**src/rtl/tmr_pkg.sv**
```systemverilog
package tmr_pkg;
    localparam int DATA_W   = 32;
    localparam int FLAG_BIT = 15;
    localparam int IE_BIT   = 7;

    typedef enum logic [1:0] {
        REG_CTRL  = 2'd0,
        REG_COUNT = 2'd1,
        REG_CMP   = 2'd2,
        REG_NONE  = 2'd3
    } reg_sel_e;

    typedef enum logic {
        BUS_IDLE = 1'b0,
        BUS_RESP = 1'b1
    } bus_state_e;
endpackage

```
**src/rtl/tmr_chan.sv**
```systemverilog
module tmr_chan
    import tmr_pkg::*;
#(
    parameter int CNT_W = DATA_W
) (
    input  logic              clk,
    input  logic              rst_n,
    input  logic              run,
    input  logic              wr_en,
    input  reg_sel_e          wr_sel,
    input  logic [DATA_W-1:0] wr_data,
    input  reg_sel_e          rd_sel,
    output logic [DATA_W-1:0] rd_data,
    output logic              pending
);
    logic [CNT_W-1:0] cnt_q, cmp_q;
    logic             flag_q, ie_q;
    logic             cnt_we, ctrl_we, match;

    assign cnt_we  = wr_en && (wr_sel == REG_COUNT);
    assign ctrl_we = wr_en && (wr_sel == REG_CTRL);
    assign match   = run && (cnt_q == cmp_q);

    always_ff @(posedge clk or negedge rst_n) begin
        if (!rst_n) begin
            cnt_q  <= '0;
            cmp_q  <= '1;
            flag_q <= 1'b0;
            ie_q   <= 1'b0;
        end else begin
            if (cnt_we)
                cnt_q <= wr_data[CNT_W-1:0];
            else if (match)
                cnt_q <= '0;
            else if (run)
                cnt_q <= cnt_q + CNT_W'(1);
            if (wr_en && (wr_sel == REG_CMP))
                cmp_q <= wr_data[CNT_W-1:0];
            if (ctrl_we)
                ie_q <= wr_data[IE_BIT];
            flag_q <= match | (flag_q & ~(ctrl_we & ~wr_data[FLAG_BIT]));
        end
    end

    always_comb begin
        rd_data = '0;
        unique case (rd_sel)
            REG_CTRL: begin
                rd_data[FLAG_BIT] = flag_q;
                rd_data[IE_BIT]   = ie_q;
            end
            REG_COUNT: rd_data = DATA_W'(cnt_q);
            REG_CMP:   rd_data = DATA_W'(cmp_q);
            REG_NONE:  rd_data = '0;
        endcase
    end

    assign pending = flag_q & ie_q;

    AST_WRAP_TO_ZERO: assert property (@(posedge clk) disable iff (!rst_n)
        (run && !cnt_we && cnt_q == cmp_q) |=> (cnt_q == '0));
    AST_FLAG_ON_MATCH: assert property (@(posedge clk) disable iff (!rst_n)
        (run && cnt_q == cmp_q) |=> flag_q);
    AST_HALT_HOLDS: assert property (@(posedge clk) disable iff (!rst_n)
        (!run && !cnt_we) |=> $stable(cnt_q));
    AST_STEP_ONE: assert property (@(posedge clk) disable iff (!rst_n)
        (run && !cnt_we && cnt_q != cmp_q) |=> (cnt_q == $past(cnt_q) + CNT_W'(1)));
endmodule

```
**src/rtl/tmr_rd_port.sv**
```systemverilog
module tmr_rd_port
    import tmr_pkg::*;
(
    input  logic              clk,
    input  logic              rst_n,
    input  logic              rd_req,
    input  logic [DATA_W-1:0] rd_word,
    output logic [DATA_W-1:0] rdata,
    output logic              rvalid
);
    bus_state_e       state_q, state_d;
    logic [DATA_W-1:0] data_q;

    always_comb begin
        state_d = state_q;
        unique case (state_q)
            BUS_IDLE: if (rd_req) state_d = BUS_RESP;
            BUS_RESP: if (!rd_req) state_d = BUS_IDLE;
        endcase
    end

    always_ff @(posedge clk or negedge rst_n) begin
        if (!rst_n) begin
            state_q <= BUS_IDLE;
            data_q  <= '0;
        end else begin
            state_q <= state_d;
            if (rd_req)
                data_q <= rd_word;
        end
    end

    always_comb begin
        rvalid = (state_q == BUS_RESP);
        rdata  = rvalid ? data_q : '0;
    end

    AST_RVALID_AFTER_REQ: assert property (@(posedge clk) disable iff (!rst_n)
        rd_req |=> rvalid);
    AST_NO_SPURIOUS_RVALID: assert property (@(posedge clk) disable iff (!rst_n)
        !rd_req |=> !rvalid);
endmodule

```
**src/rtl/tmr_wrap.sv**
```systemverilog
module tmr_wrap
    import tmr_pkg::*;
#(
    parameter int                NUM_CH  = 8,
    parameter logic [NUM_CH-1:0] CH_MASK = 'h65,
    parameter int                ADDR_W  = 6,
    parameter int                CNT_W   = 32
) (
    input  logic              clk,
    input  logic              rst_n,
    input  logic              bus_valid,
    input  logic              bus_write,
    input  logic [ADDR_W-1:0] bus_addr,
    input  logic [31:0]       bus_wdata,
    output logic [31:0]       bus_rdata,
    output logic              bus_rvalid,
    output logic              irq,
    output logic [NUM_CH-1:0] irq_pending
);
    localparam int BLK_W = ADDR_W - 2;

    logic [BLK_W-1:0]  blk;
    reg_sel_e          sel;
    logic              wr_req, rd_req, glob_hit;
    logic [NUM_CH-1:0] start_q, ch_hit;
    logic [DATA_W-1:0] ch_rd [NUM_CH];
    logic [DATA_W-1:0] rd_word;

    assign blk      = bus_addr[ADDR_W-1:2];
    assign sel      = reg_sel_e'(bus_addr[1:0]);
    assign wr_req   = bus_valid && bus_write;
    assign rd_req   = bus_valid && !bus_write;
    assign glob_hit = (blk == '0) && (sel == REG_CTRL);

    always_ff @(posedge clk or negedge rst_n) begin
        if (!rst_n)
            start_q <= '0;
        else if (wr_req && glob_hit)
            start_q <= bus_wdata[NUM_CH-1:0] & CH_MASK;
    end

    for (genvar n = 0; n < NUM_CH; n++) begin : g_ch
        assign ch_hit[n] = (blk == BLK_W'(n + 1));
        if (CH_MASK[n]) begin : g_pop
            tmr_chan #(.CNT_W(CNT_W)) u_chan (
                .clk     (clk),
                .rst_n   (rst_n),
                .run     (start_q[n]),
                .wr_en   (wr_req && ch_hit[n]),
                .wr_sel  (sel),
                .wr_data (bus_wdata),
                .rd_sel  (sel),
                .rd_data (ch_rd[n]),
                .pending (irq_pending[n])
            );
        end else begin : g_absent
            assign ch_rd[n]       = '0;
            assign irq_pending[n] = 1'b0;
        end
    end

    always_comb begin
        rd_word = '0;
        if (glob_hit)
            rd_word = DATA_W'(start_q);
        for (int n = 0; n < NUM_CH; n++)
            if (ch_hit[n])
                rd_word = ch_rd[n];
    end

    assign irq = |irq_pending;

    tmr_rd_port u_rd (
        .clk     (clk),
        .rst_n   (rst_n),
        .rd_req  (rd_req),
        .rd_word (rd_word),
        .rdata   (bus_rdata),
        .rvalid  (bus_rvalid)
    );

    AST_WRITE_NO_RVALID: assert property (@(posedge clk) disable iff (!rst_n)
        (bus_valid && bus_write) |=> !bus_rvalid);
    AST_ABSENT_SILENT: assert property (@(posedge clk) disable iff (!rst_n)
        ((irq_pending & ~CH_MASK) == '0));
endmodule

```
**config.mk**
```make
export PLATFORM = sky130hd
export DESIGN_NAME = tmr_wrap
export DESIGN_NICKNAME = d
export VERILOG_FILES = /design/src/rtl/tmr_pkg.sv /design/src/rtl/tmr_chan.sv /design/src/rtl/tmr_rd_port.sv /design/src/rtl/tmr_wrap.sv
export SDC_FILE = /design/constraint.sdc
export NUM_CORES = 1
export LEC_CHECK = 0
export BUFFER_PORTS_ARGS = -buffer_cell sky130_fd_sc_hd__clkbuf_2
export CORE_AREA = 3 3 177 179
export DETAILED_ROUTE_END_ITERATION = 10
export DIE_AREA = 0 0 180 182
export GPL_ROUTABILITY_DRIVEN = 0
export PLACE_DENSITY = 0.8
export SYNTH_ARGS = -nofsm -noshare
export SYNTH_HDL_FRONTEND = slang
export SYNTH_SLANG_ARGS = --single-unit
```
**constraint.sdc**
```tcl
create_clock -name clk -period 4.3 [get_ports clk]
set_input_delay 0.86 -clock clk [delete_from_list [all_inputs] [get_ports clk]]
set_output_delay 0.86 -clock clk [all_outputs]
set_load 0.005 [all_outputs]
```
Word level (Yosys, flattened, before mapping)
Index checks and enable logic that the tools add are counted.
{"block": "word_totals", "mem_bits_ro": 0, "output_inout_bits": 42, "ff_bits": 301, "latch_bits": 0, "ram_bits": 0, "memories": 0, "in_bits": 42}
{"block": "classes", "bitwise_logic": 21, "n_div": 0, "n_reduce_logical": 32, "addsub": 4, "n_mux": 43, "magnitude_cmp": 0, "n_eq_ne": 15, "shifts": 0, "n_mul": 0}
{"cell": "2-to-1 mux 32 bit", "n": 21}
{"cell": "adder 32 x 1 -> 32 bit (second input constant)", "n": 4}
{"cell": "equality test 32 bit", "n": 4}
{"cell": "case mux 16 bit (2 select lines)", "n": 4}
{"cell": "case mux 7 bit (2 select lines)", "n": 8}
{"cell": "case mux 1 bit (4 select lines)", "n": 8}
{"cell": "logical AND 1 bit", "n": 24}
{"cell": "equality test 4 x 3 -> 1 bit (second input constant)", "n": 4}
{"cell": "AND 1 bit", "n": 12}
{"cell": "nonzero test 3 bit", "n": 4}
{"cell": "equality test 4 x 2 -> 1 bit (second input constant)", "n": 2}
{"cell": "2-to-1 mux 7 bit", "n": 1}
{"cell": "inverter 1 bit", "n": 5}
{"cell": "equality test 2 bit (second input constant)", "n": 2}
{"cell": "equality test 4 x 1 -> 1 bit (second input constant)", "n": 1}
{"cell": "equality test 4 bit (second input constant)", "n": 1}
{"cell": "zero test 4 bit", "n": 1}
{"cell": "OR 1 bit", "n": 4}
{"cell": "OR reduction 4 bit", "n": 1}
{"cell": "equality test 2 x 1 -> 1 bit (second input constant)", "n": 1}
{"cell": "zero test 2 bit", "n": 1}
{"cell": "zero test 1 bit", "n": 1}
{"cell": "2-to-1 mux 1 bit", "n": 1}

Longest topological paths before layout
{"block": "logic_depth", "depth_word": 11, "mapped_depth": 9}

By module
A second synthesis with hierarchy kept.
{"block": "unflattened", "cells_unflattened": 2320, "hier_area_um2": 21489.4}
{"module": "tmr_chan (g_ch[2].g_pop.u_chan ...)", "instances": 3, "area_per_inst_um2": 4583.1, "seq_area_each_um2": 1691.6, "cells_each": 502}
{"module": "tmr_chan (g_ch[0].g_pop.u_chan)", "instances": 1, "area_per_inst_um2": 4590.7, "seq_area_each_um2": 1691.6, "cells_each": 469}
{"module": "tmr_rd_port", "instances": 1, "area_per_inst_um2": 1581.5, "seq_area_each_um2": 825.8, "cells_each": 104}
{"module": "tmr_wrap", "instances": 1, "area_per_inst_um2": 1567.8, "seq_area_each_um2": 100.1, "cells_each": 241}

Worst setup path after synthesis
Ideal clock, no wire load.
{"block": "synth_timing", "path_kind": "input port to flip-flop", "startpoint": "input port bus_addr[3]", "endpoint": "register g_ch[0].g_pop.u_chan.cmp_q[10]", "setup_time_ns": 0.082, "t_arrival_ns": 2.563, "path_slack_ns": 1.655, "stages": 5, "path_buffers": 2, "required_time_ns": 4.218, "path_cell_list": "clkbuf_1 > or4b_2 > nor2_1 > buf_2 > mux2_2"}
{"block": "synth_via", "elab_chain_len": 3}
{"item": "start, declared", "line": "tmr_wrap.sv:13", "text": "input logic [ADDR_W-1:0] bus_addr,"}
{"item": "equality test 4 x 1 -> 1 bit", "line": "tmr_wrap.sv:43", "text": "assign ch_hit[n] = (blk == BLK_W'(n + 1));"}
{"item": "logical AND 1 bit", "line": "tmr_wrap.sv:49", "text": ".wr_en (wr_req && ch_hit[n]),"}
{"item": "logical AND 1 bit", "line": "tmr_chan.sv:37", "text": "if (wr_en && (wr_sel == REG_CMP))"}
{"item": "end signal, assigned", "line": "tmr_chan.sv:38", "text": "cmp_q <= wr_data[CNT_W-1:0];"}
{"item": "end, declared", "line": "tmr_chan.sv:16", "text": "logic [CNT_W-1:0] cnt_q, cmp_q;"}
No other way between the ends.
A chain may end at the register's enable or synchronous reset.

Worst setup path in the final report
{"block": "layout_timing", "startpoint": "register g_ch[0].g_pop.u_chan.cnt_q[0]", "endpoint": "register g_ch[0].g_pop.u_chan.cnt_q[4]"}
{"block": "layout_via", "elab_chain_len": 4, "elab_cells_between_ends": 7, "cone_classes": "1 x add/sub; 1 x eq/ne; 3 x mux; 2 x reduce/logical"}
{"item": "start, declared", "line": "tmr_chan.sv:16"}
{"item": "start signal, assigned", "line": "tmr_chan.sv:32", "text": "cnt_q <= wr_data[CNT_W-1:0];"}
{"item": "start signal, assigned", "line": "tmr_chan.sv:36", "text": "cnt_q <= cnt_q + CNT_W'(1);"}
{"item": "adder 32 x 1 -> 32 bit / equality test 32 bit (equally long branches)", "line": "tmr_chan.sv:36, tmr_chan.sv:22"}
{"item": "2-to-1 mux 32 bit / logical AND 1 bit (equally long branches)", "line": "tmr_chan.sv:35, tmr_chan.sv:22"}
{"item": "2-to-1 mux 32 bit", "line": "tmr_chan.sv:33", "text": "else if (match)"}
{"item": "2-to-1 mux 32 bit", "line": "tmr_chan.sv:31", "text": "if (cnt_we)"}
Parallel ways exist; a longest one is shown, timed or not. The select of a mux whose other input is x is not followed.

==> impl_metrics.yaml <==
outcome:
  status: "complete, no violations"
clocking:
  cts.hold.buffers_added: 0
  clockBufferDepth: 3
  numCtsBuffers: 35
  cts_tree: "done"
  worstSkewPairLatency_ns: 0.53
  htreeDepth: 2
  root_buffer: "clkbuf_16"
  clock-sinks: 301
  cts.repair.resized: 0
  post-cts-setup-buffer-count: 0
  clk_pin_slew_ns: 0.06
grt:
  grt_pass1_vias: 16912
  grt_pass1_wl_um: 102000
  grt_start_max_net_pins: 107
  grt-ovfl-total: 0
  antenna_found_initial: 1
  groute.usage.overall_pct: 40.2
critical_path:
  worstSetupEndpointType: "flip-flop"
  startpoint_type: "flip-flop"
  critPathMaxFanout: 8
  crit_type: "reg2reg"
  required_ns: 4.72
  cp_data_arrival_time_ns: 3.47
synth:
  synth_edf_count: 0
  synth_cells: 2030
  yosysMostFrequentCell: "nand2_1"
  synth_top_cell_by_area: "dfrtp_1"
  synth_common_cells: "208 x nand2_1, 173 x dfrtp_1, 137 x mux2_2"
  ys_ff_latch: 301
  yosysSeqAreaShare_pct: 40.8
  ys_async_sr_fraction_pct: 100
  synth.distinct_cells: 73
  ys.flop_type: "dfrtp_1"
  post_synth_instance_area_mm2: 0.0189
  synth_area_leaders: "dfrtp_1 23%, dfstp_2 18%, mux2_2 8.2%, xnor2_1 5.1%, a22oi_1 4.3%"
  synth.avg_cell_area_um2: 9.29
  synth_warnings: 0
  synth_top_area_share_pct: 23.0
drt:
  routed_via_density: 7.37
  final_antenna_net_count: 0
  vias: 17795
  drtPass1Iterations: 6
  drtIter0Drc: 2894
  routed_wl_um: 67700
  detail_route.wl_per_cell_um: 28.0
  drc: 0
timing:
  setup_viol_count_final: 0
  timing.setup.tns_ns: 0
  finalHoldViolations: 0
  finalCritPeriodShare_pct: 70.9
  clock_skew_ns: 0.0229
  max_freq_mhz: 328
  relSlewSlack_pct: 9.51
  grt_setup_unrepaired: "no"
  slew_violations: 0
  worst_slew_pin_slew_ns: 1.35
  post-route-min-period_ns: 3.05
floorplan:
  dieArea_mm2: 0.0328
  initial_utilization_pct: 63.4
  ios: 84
  core_area_mm2: 0.0297
  die_h_um: 182
  rows: 63
  dieWidth_um: 180
cells_and_area:
  fin_util_pct: 69.0
  nets: 2046
  drive_gt1_share_pct: 23.5
  fill_cells: 2308
  syn2layout_area_growth_pct: 8.73
  multiInputGateArea_mm2: 0.0104
  seq_area_mm2: 0.00769
  final_area_mm2: 0.0205
job:
  max_cap_viol_count: 0
power:
  power.density_mw_per_mm2: 401
  p_leak_nw: 7.63
  irDropWorstVdd_mv: 0.322
placed_design:
  portBuffers: 79
  hpwl_um: 45300
  dpl_cell_area_mm2: 0.0193
min_path:
  hold_class: "in2async"
==> registers in the layout, indices dropped and copies added, names as in the netlist <==
| signal | flops |
|---|---|
| g_ch.g_pop.u_chan.cmp_q | 128 |
| g_ch.g_pop.u_chan.cnt_q | 128 |
| u_rd.data_q | 32 |
| g_ch.g_pop.u_chan.flag_q | 4 |
| g_ch.g_pop.u_chan.ie_q | 4 |
| start_q | 4 |
| u_rd.rvalid | 1 |
==> placed cells by master, fill, tap and decap left out, types with 14 or more instances in the layout <==
cell type / instances
clkbuf_2: 78
nand4_1: 60
and2_1: 46
dfrtp_1: 173
inv_1: 16
o21ai_0: 121
or4_1: 14
nor4_1: 34
mux2_2: 137
nor2_1: 90
and4_1: 14
a22o_1: 27
o31ai_1: 30
nand3_1: 52
xor2_1: 83
o22ai_1: 44
dfstp_2: 128
and3_1: 24
nand2_1: 208
a21oi_1: 66
nor3_1: 40
a22oi_1: 108
buf_4: 28
a221oi_1: 15
xnor2_1: 109
a31oi_1: 31
clkbuf_16: 38
==> metal layers <==
layer	GRT usage, %	share of wire (%)	vias up
met5	0	0.013	-
li1	-	-	7405
met2	59.6	43	1403
met3	12.1	14	393
met1	51.5	35	8592
met4	26.0	8.2	2
==> worst max-delay path, cell delays in order (launching register included) <==
cell	delay [ns]
dfrtp_1	0.50
xnor2_1	0.35
nand4_1	0.13
nor4_1	0.71
nand3_1	0.61
a32o_1	0.43
a31o_2	0.20
==> area by class of cell <==
class / count / area share (%)
Clock inverter: 12 / 0.446
Timing Repair Buffer: 109 / 3.20
Antenna cell: 4 / 0.0488
Inverter: 16 / 0.293
Clock buffer: 51 / 5.32
Multi-Input combinational cell: 1533 / 50.8
Tap cell: 390 / 2.38
Sequential cell: 301 / 37.5
==> power breakdown <==
| part | internal [mW] | switching (mW) | leakage [nW] |
|---|---|---|---|
| sequential | 3.19 | 0.516 | 3.46 |
| clock | 1.82 | 1.25 | 0.588 |
| combinational | 0.571 | 0.859 | 3.58 |
==> stage by stage <==
step                      instances  hold slack (ns)  power, mW  setup WS [ns]
final                          2416            0.400       8.21           1.25
after CTS                      2412            0.454       8.12           1.37
after global routing           2412            0.483       8.47           1.15
after global placement         2349            0.456       5.02           1.20
after floorplan                2033            0.436       4.53           1.66
after detailed placement       2349            0.466       5.08           1.11
==> kinds of logic (layout without fill, tap and decap cells) <==
kind of cell | Yosys count | in the layout | synth area share, %
buf+inv | 199 | 188 | 4.35
simple gates | 677 | 677 | 19.0
flops | 301 | 301 | 40.8
fa+ha+maj | 8 | 8 | 0.531
other cells | 1 | 8 | 0.0199
mux | 143 | 143 | 8.50
compound gates | 509 | 509 | 17.9
xor+xnor | 192 | 192 | 8.92
==> path summary, 6_finish.rpt <==
check / startpoint / endpoint / slack (ns) / depth (start not counted)
worst min register to register: u_rd.data_q[13] / u_rd.data_q[13] / 0.48 / 2
worst max register to register: g_ch[0].g_pop.u_chan.cnt_q[0] / g_ch[0].g_pop.u_chan.cnt_q[4] / 1.25 / 6
max in group asynchronous: rst_n / g_ch[5].g_pop.u_chan.cmp_q[29] / 2.83 / 2
worst min-delay path: rst_n / g_ch[0].g_pop.u_chan.cnt_q[3] / 0.40 / 1
worst max-delay path: g_ch[0].g_pop.u_chan.cnt_q[0] / g_ch[0].g_pop.u_chan.cnt_q[4] / 1.25 / 6
min in group clk: u_rd.data_q[13] / u_rd.data_q[13] / 0.48 / 2
No activity file was read; power rests on OpenSTA's default activity.
